===== config.mk =====
export PLATFORM = sky130hd
export DESIGN_NAME = cbx_addsub
export DESIGN_NICKNAME = d
export VERILOG_FILES = /design/src/rtl/cbx_pkg.sv /design/src/rtl/cbx_colgen.sv /design/src/rtl/cbx_digit_cell.sv /design/src/rtl/cbx_normalizer.sv /design/src/rtl/cbx_addsub.sv
export SDC_FILE = /design/constraint.sdc
export NUM_CORES = 1
export LEC_CHECK = 0
export BUFFER_PORTS_ARGS = -buffer_cell sky130_fd_sc_hd__buf_2
export CORE_AREA = 5 5 132 134
export DETAILED_ROUTE_END_ITERATION = 10
export DIE_AREA = 0 0 137 139
export GPL_TIMING_DRIVEN = 0
export PLACE_DENSITY_LB_ADDON = 0.05
export SLEW_MARGIN = 20
export SYNTH_ARGS = -nofsm -noshare
export SYNTH_HDL_FRONTEND = slang
export SYNTH_SLANG_ARGS = --single-unit

===== constraint.sdc =====
create_clock -name vclk -period 51.8
set_input_delay 7.77 -clock vclk [all_inputs]
set_output_delay 7.77 -clock vclk [all_outputs]
set_load 0.005 [all_outputs]

===== src/rtl/cbx_pkg.sv =====
package cbx_pkg;

    // Column count: at most two operand digits plus three spread borrow digits.
    localparam int CNT_W   = 3;
    // Pending carry components stay within +/-13; seven signed bits leave room.
    localparam int CARRY_W = 7;

    typedef logic [CNT_W-1:0] colcnt_t;

    typedef struct packed {
        logic signed [CARRY_W-1:0] re;
        logic signed [CARRY_W-1:0] im;
    } gauss_t;

    typedef enum logic {
        OP_ADD = 1'b0,
        OP_SUB = 1'b1
    } op_e;

    localparam gauss_t GAUSS_ZERO = '0;

    // Span of columns the chain must walk so every operand tap is seen.
    function automatic int col_span(input int opnd_w, input int res_w);
        return (res_w > opnd_w + 4) ? res_w : opnd_w + 4;
    endfunction

    // Parity of a Gaussian integer: the digit it leaves in the current column.
    function automatic logic low_digit(input gauss_t g);
        return g.re[0] ^ g.im[0];
    endfunction

    // Exact division by (-1+j) of a value with even re+im.
    function automatic gauss_t div_by_base(input gauss_t g);
        logic signed [CARRY_W-1:0] r;
        logic signed [CARRY_W-1:0] i;
        logic signed [CARRY_W-1:0] nr;
        logic signed [CARRY_W-1:0] ni;
        gauss_t q;
        r  = g.re;
        i  = g.im;
        nr = i - r;
        ni = -(r + i);
        q.re = nr >>> 1;
        q.im = ni >>> 1;
        return q;
    endfunction

endpackage


===== src/rtl/cbx_colgen.sv =====
module cbx_colgen
    import cbx_pkg::*;
#(
    parameter int OPND_W = 4,
    parameter int NCOL   = 12
) (
    input  logic [OPND_W-1:0]       a_i,
    input  logic [OPND_W-1:0]       b_i,
    input  op_e                     op_i,
    output colcnt_t [NCOL-1:0]      cnt_o
);

    logic neg_en;
    assign neg_en = (op_i == OP_SUB);

    for (genvar k = 0; k < NCOL; k++) begin : g_col
        logic       dir_a;
        logic       dir_b;
        logic [2:0] taps;

        if (k < OPND_W) begin : g_dir
            assign dir_a = a_i[k];
            assign dir_b = b_i[k];
        end else begin : g_dir_none
            assign dir_a = 1'b0;
            assign dir_b = 1'b0;
        end

        // Negation by 11101: subtrahend digit j also lands at j+2, j+3, j+4.
        for (genvar m = 2; m <= 4; m++) begin : g_tap
            if (k - m >= 0 && k - m < OPND_W) begin : g_on
                assign taps[m-2] = neg_en & b_i[k-m];
            end else begin : g_off
                assign taps[m-2] = 1'b0;
            end
        end

        assign cnt_o[k] = CNT_W'(dir_a) + CNT_W'(dir_b) + CNT_W'(taps[0])
                        + CNT_W'(taps[1]) + CNT_W'(taps[2]);
    end

endmodule


===== src/rtl/cbx_digit_cell.sv =====
module cbx_digit_cell
    import cbx_pkg::*;
(
    input  gauss_t  carry_i,
    input  colcnt_t cnt_i,
    output logic    digit_o,
    output gauss_t  carry_o
);

    gauss_t total;
    gauss_t remain;

    always_comb begin
        total.re = carry_i.re + $signed({{(CARRY_W-CNT_W){1'b0}}, cnt_i});
        total.im = carry_i.im;
        digit_o  = low_digit(total);
        remain    = total;
        remain.re = total.re - $signed({{(CARRY_W-1){1'b0}}, digit_o});
        carry_o  = div_by_base(remain);
    end

endmodule


===== src/rtl/cbx_normalizer.sv =====
module cbx_normalizer
    import cbx_pkg::*;
#(
    parameter int NCOL = 12
) (
    input  colcnt_t [NCOL-1:0] cnt_i,
    output logic    [NCOL-1:0] digit_o,
    output gauss_t             carry_o
);

    gauss_t [NCOL:0] chain;

    assign chain[0] = GAUSS_ZERO;

    for (genvar k = 0; k < NCOL; k++) begin : g_cell
        cbx_digit_cell u_cell (
            .carry_i (chain[k]),
            .cnt_i   (cnt_i[k]),
            .digit_o (digit_o[k]),
            .carry_o (chain[k+1])
        );
    end

    assign carry_o = chain[NCOL];

endmodule


===== src/rtl/cbx_addsub.sv =====
module cbx_addsub
    import cbx_pkg::*;
#(
    parameter int OPND_W = 4,
    parameter int RES_W  = 12
) (
    input  logic [OPND_W-1:0] opnd_a,
    input  logic [OPND_W-1:0] opnd_b,
    input  logic              sub_en,
    output logic [RES_W-1:0]  result,
    output logic              ovf
);

    localparam int NCOL = col_span(OPND_W, RES_W);

    op_e                op_sel;
    colcnt_t [NCOL-1:0] col_cnt;
    logic    [NCOL-1:0] digits;
    gauss_t             tail;
    logic               spill;

    assign op_sel = sub_en ? OP_SUB : OP_ADD;

    cbx_colgen #(
        .OPND_W (OPND_W),
        .NCOL   (NCOL)
    ) u_colgen (
        .a_i   (opnd_a),
        .b_i   (opnd_b),
        .op_i  (op_sel),
        .cnt_o (col_cnt)
    );

    cbx_normalizer #(
        .NCOL (NCOL)
    ) u_norm (
        .cnt_i   (col_cnt),
        .digit_o (digits),
        .carry_o (tail)
    );

    assign result = digits[RES_W-1:0];

    if (NCOL > RES_W) begin : g_spill
        assign spill = |digits[NCOL-1:RES_W];
    end else begin : g_no_spill
        assign spill = 1'b0;
    end

    assign ovf = spill | (tail != GAUSS_ZERO);

endmodule


### Word level (Yosys, flattened, before mapping)

Cells that the tools add are included.

* $add $sub $neg: 65
* mux-type cells: 1
* bitwise logic cells: 15
* reductions and logical operators: 1

Operators by type and width (count)
* adder 7 x 6 -> 7 bit: 11
* negation 7 bit: 11
* subtractor 6 x 7 -> 7 bit: 11
* subtractor 7 x 2 -> 7 bit: 7
* adder 6 x 4 -> 7 bit: 4
* subtractor 6 x 2 -> 7 bit: 4
* adder 3 x 1 -> 3 bit: 5
* nonzero test 14 bit: 1
* adder 1 x 1 -> 2 bit: 6
* XOR 1 bit: 11
* adder 6 x 2 -> 7 bit: 1
* adder 6 x 3 -> 7 bit: 1
* negation 3 -> 7 bit: 1
* adder 3 x 3 -> 4 bit: 1
* AND 1 bit: 4
* subtractor 1 x 3 -> 4 bit, first input constant: 1
* subtractor 2 x 1 -> 3 bit: 1
* 2-to-1 mux 1 bit: 1

* register bits after elaboration: 0
* bits of input ports: 9
* output and inout port bits: 13
* word-level logic and storage cells: 82

### Longest topological paths before layout

Gate-level depths: netlist of the first run.

* depth after elaboration: 49
* mapped depth: 88
* gate-level depth less buffers: 87

### Hierarchy

Synthesis of the first run repeated with hierarchy kept, for this count alone.

* cell total of the unflattened synthesis: 1436
* area, all modules: 11798.8 µm²

By module, submodules not included
* cbx_digit_cell: times used 12, cells an instance 115, area each 948.4 µm², seq. area each 0.0 µm²
* cbx_colgen: times used 1, cells an instance 50, area each 385.4 µm², seq. area each 0.0 µm²
* cbx_addsub: times used 1, cells an instance 5, area each 28.8 µm², seq. area each 0.0 µm²
* cbx_normalizer: times used 1, cells an instance 1, area each 3.8 µm², seq. area each 0.0 µm²

### Worst setup path before layout of the first run

Ideal clock, no wire load.

* kind: input port to output port
* start point: input port opnd_b[0]
* end point: output port ovf
* arrival time: 25.152 ns
* data required time: 44.030 ns
* setup slack: 18.878 ns
* stages: 78
* path buffers: 2
* path through: and2_1 -> inv_1 -> fa_1 -> inv_1 -> ha_1 -> inv_1 -> fa_1 -> ha_1 -> xnor3_1 -> xnor2_1 -> xnor2_1 -> fa_1 -> inv_1 -> ha_1 -> xnor3_1 -> xnor2_1 -> xnor2_1 -> inv_1 -> [... 42 more ...] -> a211o_1 -> clkbuf_1 -> xnor3_2 -> xnor2_1 -> ha_1 -> nor2_1 -> or2_2 -> o21a_1 -> o31a_1 -> nor2_1 -> xor2_1 -> ha_1 -> ha_1 -> a21oi_1 -> xnor2_1 -> or2_2 -> mux2i_1 -> nand4_1

* cells in the longest elaborated chain, start to end: 49
* elaborated cells on any way between the ends: 71
* those cells by class: add/sub (58); bitwise (12); reduce/logical (1)

RTL lines
* start, declared: RTL line cbx_addsub.sv:8 `input logic [OPND_W-1:0] opnd_b,`
* adder 1 x 1 -> 2 bit: RTL line cbx_colgen.sv:38 `assign cnt_o[k] = CNT_W'(dir_a) + CNT_W'(dir_b) + CNT_W'(taps[0])`
* subtractor 2 x 1 -> 3 bit: RTL line cbx_digit_cell.sv:18 `remain.re = total.re - $signed({{(CARRY_W-1){1'b0}}, digit_o});`
* subtractor 1 x 3 -> 4 bit: RTL line cbx_pkg.sv:41 `nr = i - r;`
* adder 3 x 3 -> 4 bit: RTL line cbx_digit_cell.sv:14 `total.re = carry_i.re + $signed({{(CARRY_W-CNT_W){1'b0}}, cnt_i});`
* XOR 1 bit: RTL line cbx_pkg.sv:29 `return g.re[0] ^ g.im[0];`
* subtractor 7 x 2 -> 7 bit: RTL line cbx_digit_cell.sv:18
* adder 7 x 6 -> 7 bit or subtractor 6 x 7 -> 7 bit (tied branches): RTL line cbx_pkg.sv:42, cbx_pkg.sv:41
* negation 7 bit or adder 6 x 4 -> 7 bit (tied branches): RTL line cbx_pkg.sv:42, cbx_digit_cell.sv:14
* [... 33 more ...]
* subtractor 6 x 2 -> 7 bit: RTL line cbx_digit_cell.sv:18
* adder 7 x 6 -> 7 bit: RTL line cbx_pkg.sv:42 `ni = -(r + i);`
* negation 7 bit: RTL line cbx_pkg.sv:42
* XOR 1 bit: RTL line cbx_pkg.sv:29
* subtractor 6 x 2 -> 7 bit: RTL line cbx_digit_cell.sv:18
* adder 7 x 6 -> 7 bit: RTL line cbx_pkg.sv:42
* negation 7 bit: RTL line cbx_pkg.sv:42
* nonzero test 14 bit (*): RTL line cbx_addsub.sv:50 `assign ovf = spill | (tail != GAUSS_ZERO);`
* end, declared: RTL line cbx_addsub.sv:11 `output logic ovf`

Mark *: on every way between the ends. The rest lies on a longest branch, timed or not.

### Worst setup path after layout of the first run

Same ends and word-level chain as after synthesis.

==> results of run 1 <==
==> cell families (layout without fill, tap and decap cells) <==
family	count (synthesis)	count (layout)	share of synthesized area [%]
other	2	10	0.08634
adder cells (fa/ha/maj)	212	212	32.85
multiplexers	14	14	1.884
AND/OR/NAND/NOR	297	297	17.38
XOR/XNOR	177	177	21.25
buffers and inverters	171	193	8.055
AO/OA/AOI/OAI	240	240	18.50
==> layout make-up <==
class,count,area (um2)
buffer,22,141.4
tap,220,275.3
multi-input combinational,950,8028
inverter,149,559.3
timing repair buffer,22,110.1
fill,1552,7058
==> placed cells by master, fill, tap and decap left out, types with 8 or more instances in the layout <==
| cell | n |
|---|---|
| o21ai_0 | 21 |
| inv_1 | 145 |
| nand2b_1 | 20 |
| xnor3_1 | 12 |
| nor3_1 | 23 |
| nor2_1 | 89 |
| buf_4 | 13 |
| and3_1 | 11 |
| xor2_1 | 46 |
| a21o_1 | 33 |
| nor2b_1 | 10 |
| a21oi_1 | 82 |
| mux2i_1 | 9 |
| or3_1 | 8 |
| and2_1 | 13 |
| o21bai_1 | 16 |
| nand2_1 | 51 |
| fa_1 | 29 |
| buf_2 | 24 |
| nand3_1 | 30 |
| xnor2_1 | 109 |
| conb_1 | 10 |
| o21a_1 | 8 |
| ha_1 | 176 |
==> metrics by stage <==
stage | setup slack (ns) | area (um2)
after floorplan | 18.88 | 8728
after global placement | 16.56 | 9114
after detailed placement | 16.51 | 9114
after CTS | 16.42 | 9114
after global routing | 14.83 | 9114
final | 16.56 | 9114
==> worst min path at each step <==
stage,end,start
after floorplan,result[0],opnd_b[0]
after global placement,result[0],opnd_a[0]
after detailed placement,result[0],opnd_a[0]
after CTS,result[0],opnd_a[0]
after global routing,result[0],opnd_a[0]
final,result[0],opnd_a[0]
==> worst max-delay path, delay by kind of cell <==
kind / cells / cell delay, ns
buffers and inverters: 14 / 1.73
AND/OR/NAND/NOR: 14 / 2.07
adder cells (fa/ha/maj): 18 / 6.17
multiplexers: 1 / 0.13
XOR/XNOR: 24 / 6.65
AO/OA/AOI/OAI: 14 / 2.89
==> routing by layer <==
metal | share of wire [%] | vias to the layer above | track usage, %
met5 | 0 | - | 0
met4 | 0.23 | 0 | 0.3676
met3 | 1.7 | 4 | 0.2903
met2 | 45 | 63 | 30.49
met1 | 53 | 3202 | 26.28
li1 | - | 3896 | -
==> qor.txt, run 1 <==
Crit path largest cell delay -> 0.58 ns
layout cells sized above 1 -> 6.824%
DP HPWL -> 15200 um
max-cap violations -> 0
post-layout util -> 56.36%
Max Slew Vio Count -> 0
final hold vios -> 0
Slew @ Worst Pin -> 0.8706 ns
vias in the first global route -> 6730
CP endpoint kind -> output port
Initial DRC Count -> 257
Port Buffer Count -> 22
ranking of synthesized cells by area -> ha_1 (25%), xnor2_1 (11%), fa_1 (6.7%)
hold buffers post-CTS -> 0
clock buf count -> 0
non-filler cells, final -> 1363
Rows -> 47
Avg WL per Cell -> 12.50 um
total gr overflow -> 0
Die Y-Extent -> 139 um
clock period minus worst slack -> 35.24 ns
Seq/Total Area, Yosys -> 0%
Die Area -> 19040 um2
Vias -> 7165
Netlist cell types -> 92
area delta synth->final -> 4.776%
final setup vio count -> 0
Final Cycle Share -> 68.02%
Setup Buffers After CTS -> 0
DR pass1 iterations -> 4
Arr. time, crit path -> 27.47 ns
Mapped Cells -> 1113
initial antenna violation count -> 0
fmax -> 28.38 MHz
dominant cell type by area after synthesis -> ha_1
setup TNS -> 0 ns
list of most frequent post-synthesis cells -> ha_1 (176), inv_1 (145), xnor2_1 (109)
Cells after DPL -> 1363
most frequent cell after synthesis -> ha_1
first-pass GRT wire length -> 29720 um
CP most frequent cell -> xnor2_1
Antenna Nets Post-Route -> 0
worst relative slew slack -> 41.22%
crit path launch -> opnd_b[0]
status -> completed
Max Fanout on Critical Path -> 10
mapped cell area -> 8698 um2
DRC -> 0
largest net degree at the start of global routing -> 13
Critical Path End -> ovf
Crit Path Category -> in2out
Critical-path top delay cell -> xor3_2
# diodes -> 0
Fin Hold WS -> 15.94 ns
# IOs -> 22
Startpoint Class -> input port
register area -> 0 um2
Initial Utilization -> 53.79%
hold path depth -> 4
Die Wd -> 137 um
WL final -> 17040 um
Mapped Avg Cell Area -> 7.815 um2
gr usage total -> 17.74%
core footprint -> 16170 um2
Via density -> 5.257
GP Congestion -> 0.8033
unrepaired setup endpoints after global routing -> false
Ys Warns -> 0
# resized after CTS -> 0
critical path required time -> 44.03 ns
seq_cells -> 0
Worst Hold Class -> in2out
Final #Nets -> 1359
Synth top area share -> 25.32%
Power of run 1 is not shown: default switching activity piles up to over one toggle a cycle in this logic, so the estimate is an artifact.
==> inputs of run 2 (changes only) <==
Clock period 51.8 ns to 28.6 ns, I/O delays scaled along.
==> qor.txt, run 2 (synthesis gave the netlist of run 1 again) <==
first-pass GRT wire length -> 29720 um (unchanged)
fmax -> 36.70 MHz
Crit Path Category -> in2out
layout cells sized above 1 -> 8.757% (+1.9 points)
total gr overflow -> 0 (unchanged)
CP most frequent cell -> ha_1
final setup vio count -> 0 (unchanged)
clock period minus worst slack -> 27.24 ns
Slew @ Worst Pin -> 0.8706 ns (unchanged)
Final #Nets -> 1358 (-0.074%)
Via density -> 5.286 (+0.55%)
Max Slew Vio Count -> 0 (unchanged)
Die Wd -> 137 um (unchanged)
worst relative slew slack -> 41.22% (unchanged)
Vias -> 7199 (+0.47%)
Rows -> 47 (unchanged)
Initial Utilization -> 53.79% (unchanged)
Max Fanout on Critical Path -> 10 (unchanged)
post-route cell area -> 9235 um2 (+1.3%)
most frequent cells in the layout -> ha_1 (176), inv_1 (145), xnor2_1 (99), nor2_1 (89), a21oi_1 (78)
Arr. time, crit path -> 22.95 ns (-4.52 ns)
seq_cells -> 0 (unchanged)
Die Area -> 19040 um2 (unchanged)
Port Buffer Count -> 22 (unchanged)
Die Y-Extent -> 139 um (unchanged)
gr usage total -> 17.74% (unchanged)
hold buffers post-CTS -> 0 (unchanged)
CP endpoint kind -> output port
status -> completed
initial antenna violation count -> 0 (unchanged)
Avg WL per Cell -> 12.60 um (+0.83%)
vias in the first global route -> 6730 (unchanged)
critical path required time -> 24.31 ns (-19.72 ns)
Critical-path top delay cell -> xor3_2
register area -> 0 um2 (unchanged)
max-cap violations -> 0 (unchanged)
final hold vios -> 0 (unchanged)
Crit path largest cell delay -> 0.59 ns (about the same)
largest net degree at the start of global routing -> 13 (unchanged)
Initial DRC Count -> 239 (-7.0%)
Worst Hold Class -> in2out
area delta synth->final -> 6.171%
Final Cycle Share -> 95.26%
Startpoint Class -> input port
core footprint -> 16170 um2 (unchanged)
GP Congestion -> 0.8033 (unchanged)
clock buf count -> 0 (unchanged)
placed inst area -> 9114 um2 (unchanged)
DR pass1 iterations -> 5 (+1)
Antenna Nets Post-Route -> 0 (unchanged)
commonest non-fill, non-tap cell in the layout -> ha_1
# diodes -> 0 (unchanged)
# IOs -> 22 (unchanged)
DP HPWL -> 15200 um (unchanged)
DRC -> 0 (unchanged)
WL final -> 17170 um (+0.75%)
## run 2: cell types whose count changed in the layout (fill, tap and decap cells not counted), moves of 2 or more
cell / change
xor2_1: -2
clkbuf_1: -3
a21oi_2: +4
a21oi_1: -4
xor2_2: +2
buf_4: +2
xnor2_1: -10
xnor2_2: +10
## run 2: cell type report
type,instances,area [um2]
multi-input combinational,950,8144
tap,220,275.3
timing repair buffer,24,125.1
fill,1544,6937
inverter,149,559.3
buffer,19,131.4
## run 2: worst max-delay path, delay by kind of cell
kind	cells	cell delay [ns]
AO/OA/AOI/OAI	12	2.03
XOR/XNOR	21	5.26
adder cells (fa/ha/maj)	21	7.44
buffers and inverters	14	1.39
multiplexers	1	0.13
AND/OR/NAND/NOR	13	2.39
## run 2: final timing paths
kind | slack, ns | from | depth (start not counted) | end
min | 8.98 | opnd_a[0] | 4 | result[0]
max | 1.36 | opnd_b[0] | 82 | ovf
## run 2: per-stage QoR
| step | hold WS, ns | worst slack (ns) | util [%] | setup TNS, ns | instances |
|---|---|---|---|---|---|
| global route | 9.015 | -0.03185 | 57.11 | -0.03185 | 1362 |
| global placement | 8.983 | 0.3188 | 56.36 | 0 | 1363 |
| floorplan | 8.767 | 2.638 | - | 0 | 1121 |
| finish | 8.977 | 1.355 | 57.11 | 0 | 1362 |
| CTS | 8.983 | 0.1835 | 56.36 | 0 | 1363 |
| detailed placement | 8.985 | 0.2699 | 56.36 | 0 | 1363 |
## run 2: per-layer routing
layer	vias to the layer above	GRT usage (%)	wire length, um
met5	-	0	0
met4	0	0.3676	40
met3	4	0.2903	267
met2	64	30.49	7834
met1	3233	26.28	9023
li1	3898	-	-
## run 2: repair_timing
| item | 4_1_cts | 5_1_grt |
|---|---|---|
| endpoints found under the setup margin | 0 | 1 |
| resized for setup | 0 | 22 |
| setup buffers | 0 | 2 |
| hold endpoints to repair | 0 | 0 |
Power of run 2 is left out for the same reason.
==> inputs of run 3 (changes only) <==
Settings changed: CORE_AREA 5 5 132 134 to 5 5 141 156, DIE_AREA 0 0 137 139 to 0 0 146 161.
==> qor.txt, run 3 (synthesis gave the netlist of run 1 again) <==
status -> completed
Worst Hold Class -> in2out
Rows -> 55 (+17%)
setup ws final -> 1.348 ns (-0.006880 ns)
area delta synth->final -> 7.523%
largest net degree at the start of global routing -> 13 (unchanged)
layout cells sized above 1 -> 9.686% (+0.93 points)
Antenna Nets Post-Route -> 0 (unchanged)
fmax -> 36.70 MHz (about the same)
critical path required time -> 24.31 ns (about the same)
Final Cycle Share -> 95.29% (about the same)
core footprint -> 20300 um2 (+26%)
total gr overflow -> 0 (unchanged)
Initial Utilization -> 42.85% (-11 points)
WL final -> 18580 um (+8.2%)
Final #Nets -> 1362 (+0.29%)
gr usage total -> 15.90% (-1.8 points)
Port Buffer Count -> 22 (unchanged)
Critical-path top delay cell -> fa_1
Crit Path Category -> in2out
CP most frequent cell -> ha_1
Startpoint Class -> input port
# diodes -> 0 (unchanged)
Vias -> 7219 (+0.28%)
CP endpoint kind -> output port
DP HPWL -> 16600 um (+9.2%)
DP Worst Slack -> 0.1013 ns (-0.1686 ns)
Filler Cell Count -> 2066 (+34%)
Slew @ Worst Pin -> 0.9551 ns (+0.08449 ns)
Arr. time, crit path -> 22.96 ns (about the same)
Max Slew Vio Count -> 0 (unchanged)
setup TNS -> 0 ns (unchanged)
register area -> 0 um2 (unchanged)
Die Wd -> 146 um (+6.6%)
Die Y-Extent -> 161 um (+16%)
commonest non-fill, non-tap cell in the layout -> ha_1
final setup vio count -> 0 (unchanged)
Crit path largest cell delay -> 0.54 ns (-0.05 ns)
Via density -> 5.149 (-2.6%)
initial antenna violation count -> 0 (unchanged)
seq_cells -> 0 (unchanged)
vias in the first global route -> 7219 (+7.3%)
clock buf count -> 0 (unchanged)
Initial DRC Count -> 208 (-13%)
most frequent cells in the layout -> ha_1 (176), inv_1 (145), xnor2_1 (99), nor2_1 (89), a21oi_1 (77)
DRC -> 0 (unchanged)
hold buffers post-CTS -> 0 (unchanged)
# IOs -> 22 (unchanged)
GP Congestion -> 0.8109 (+0.95%)
Max Fanout on Critical Path -> 10 (unchanged)
Die Area -> 23510 um2 (+23%)
max-cap violations -> 0 (unchanged)
Avg WL per Cell -> 13.25 um (+5.1%)
first-pass GRT wire length -> 33020 um (+11%)
DR pass1 iterations -> 4 (-1)
worst relative slew slack -> 35.52% (-5.7 points)
final hold vios -> 0 (unchanged)
clock period minus worst slack -> 27.25 ns (+0.006880 ns)
[run 3: cell type report]
cell class	instances	area (um2)	share of cell area, %
Timing Repair Buffer	27	147.6	1.579
Multi-Input combinational cell	950	8190	87.57
Inverter	149	559.3	5.980
Tap cell	256	320.3	3.425
Buffer	20	135.1	1.445
[run 3: metrics by stage]
step                area, um2  std cells  hold WS (ns)  utilization, %
floorplan                8728       1121         8.767               -
global placement         9159       1399         8.981           45.12
detailed placement       9159       1399         8.983           45.12
CTS                      9159       1399         8.984           45.12
global route             9353       1402         9.011           46.07
finish                   9353       1402         8.979           46.07
[run 3: critical path: cells and delay by family]
kind,cells,cell delay [ns]
and+or+nand+nor,8,1.71
adders and majority gates,22,7.88
buffers and inverters,12,1.26
muxes,1,0.14
xor gates and xnor gates,21,5.20
AOI/OAI and AO/OA,13,2.42
[run 3: per-layer routing]
metal | GRT usage (%) | vias to the layer above | share of wire (%)
met5 | 0 | - | 0
met4 | 0.4277 | 0 | 0.27
met3 | 0.1684 | 2 | 0.84
met2 | 30.59 | 34 | 50
met1 | 21.14 | 3308 | 49
li1 | - | 3875 | -
[run 3: path summary, 6_finish.rpt]
check,start,endpoint,slack [ns],depth (start not counted)
worst max-delay path,opnd_b[0],ovf,1.35,77
worst min-delay path,opnd_a[0],result[0],8.98,4
[run 3: timing repair]
item,4_1_cts,5_1_grt
setup buffers,0,5
endpoints found under the setup margin,0,1
gates resized for setup,0,30
hold endpoints to repair,0,0
Power of run 3 is left out for the same reason.
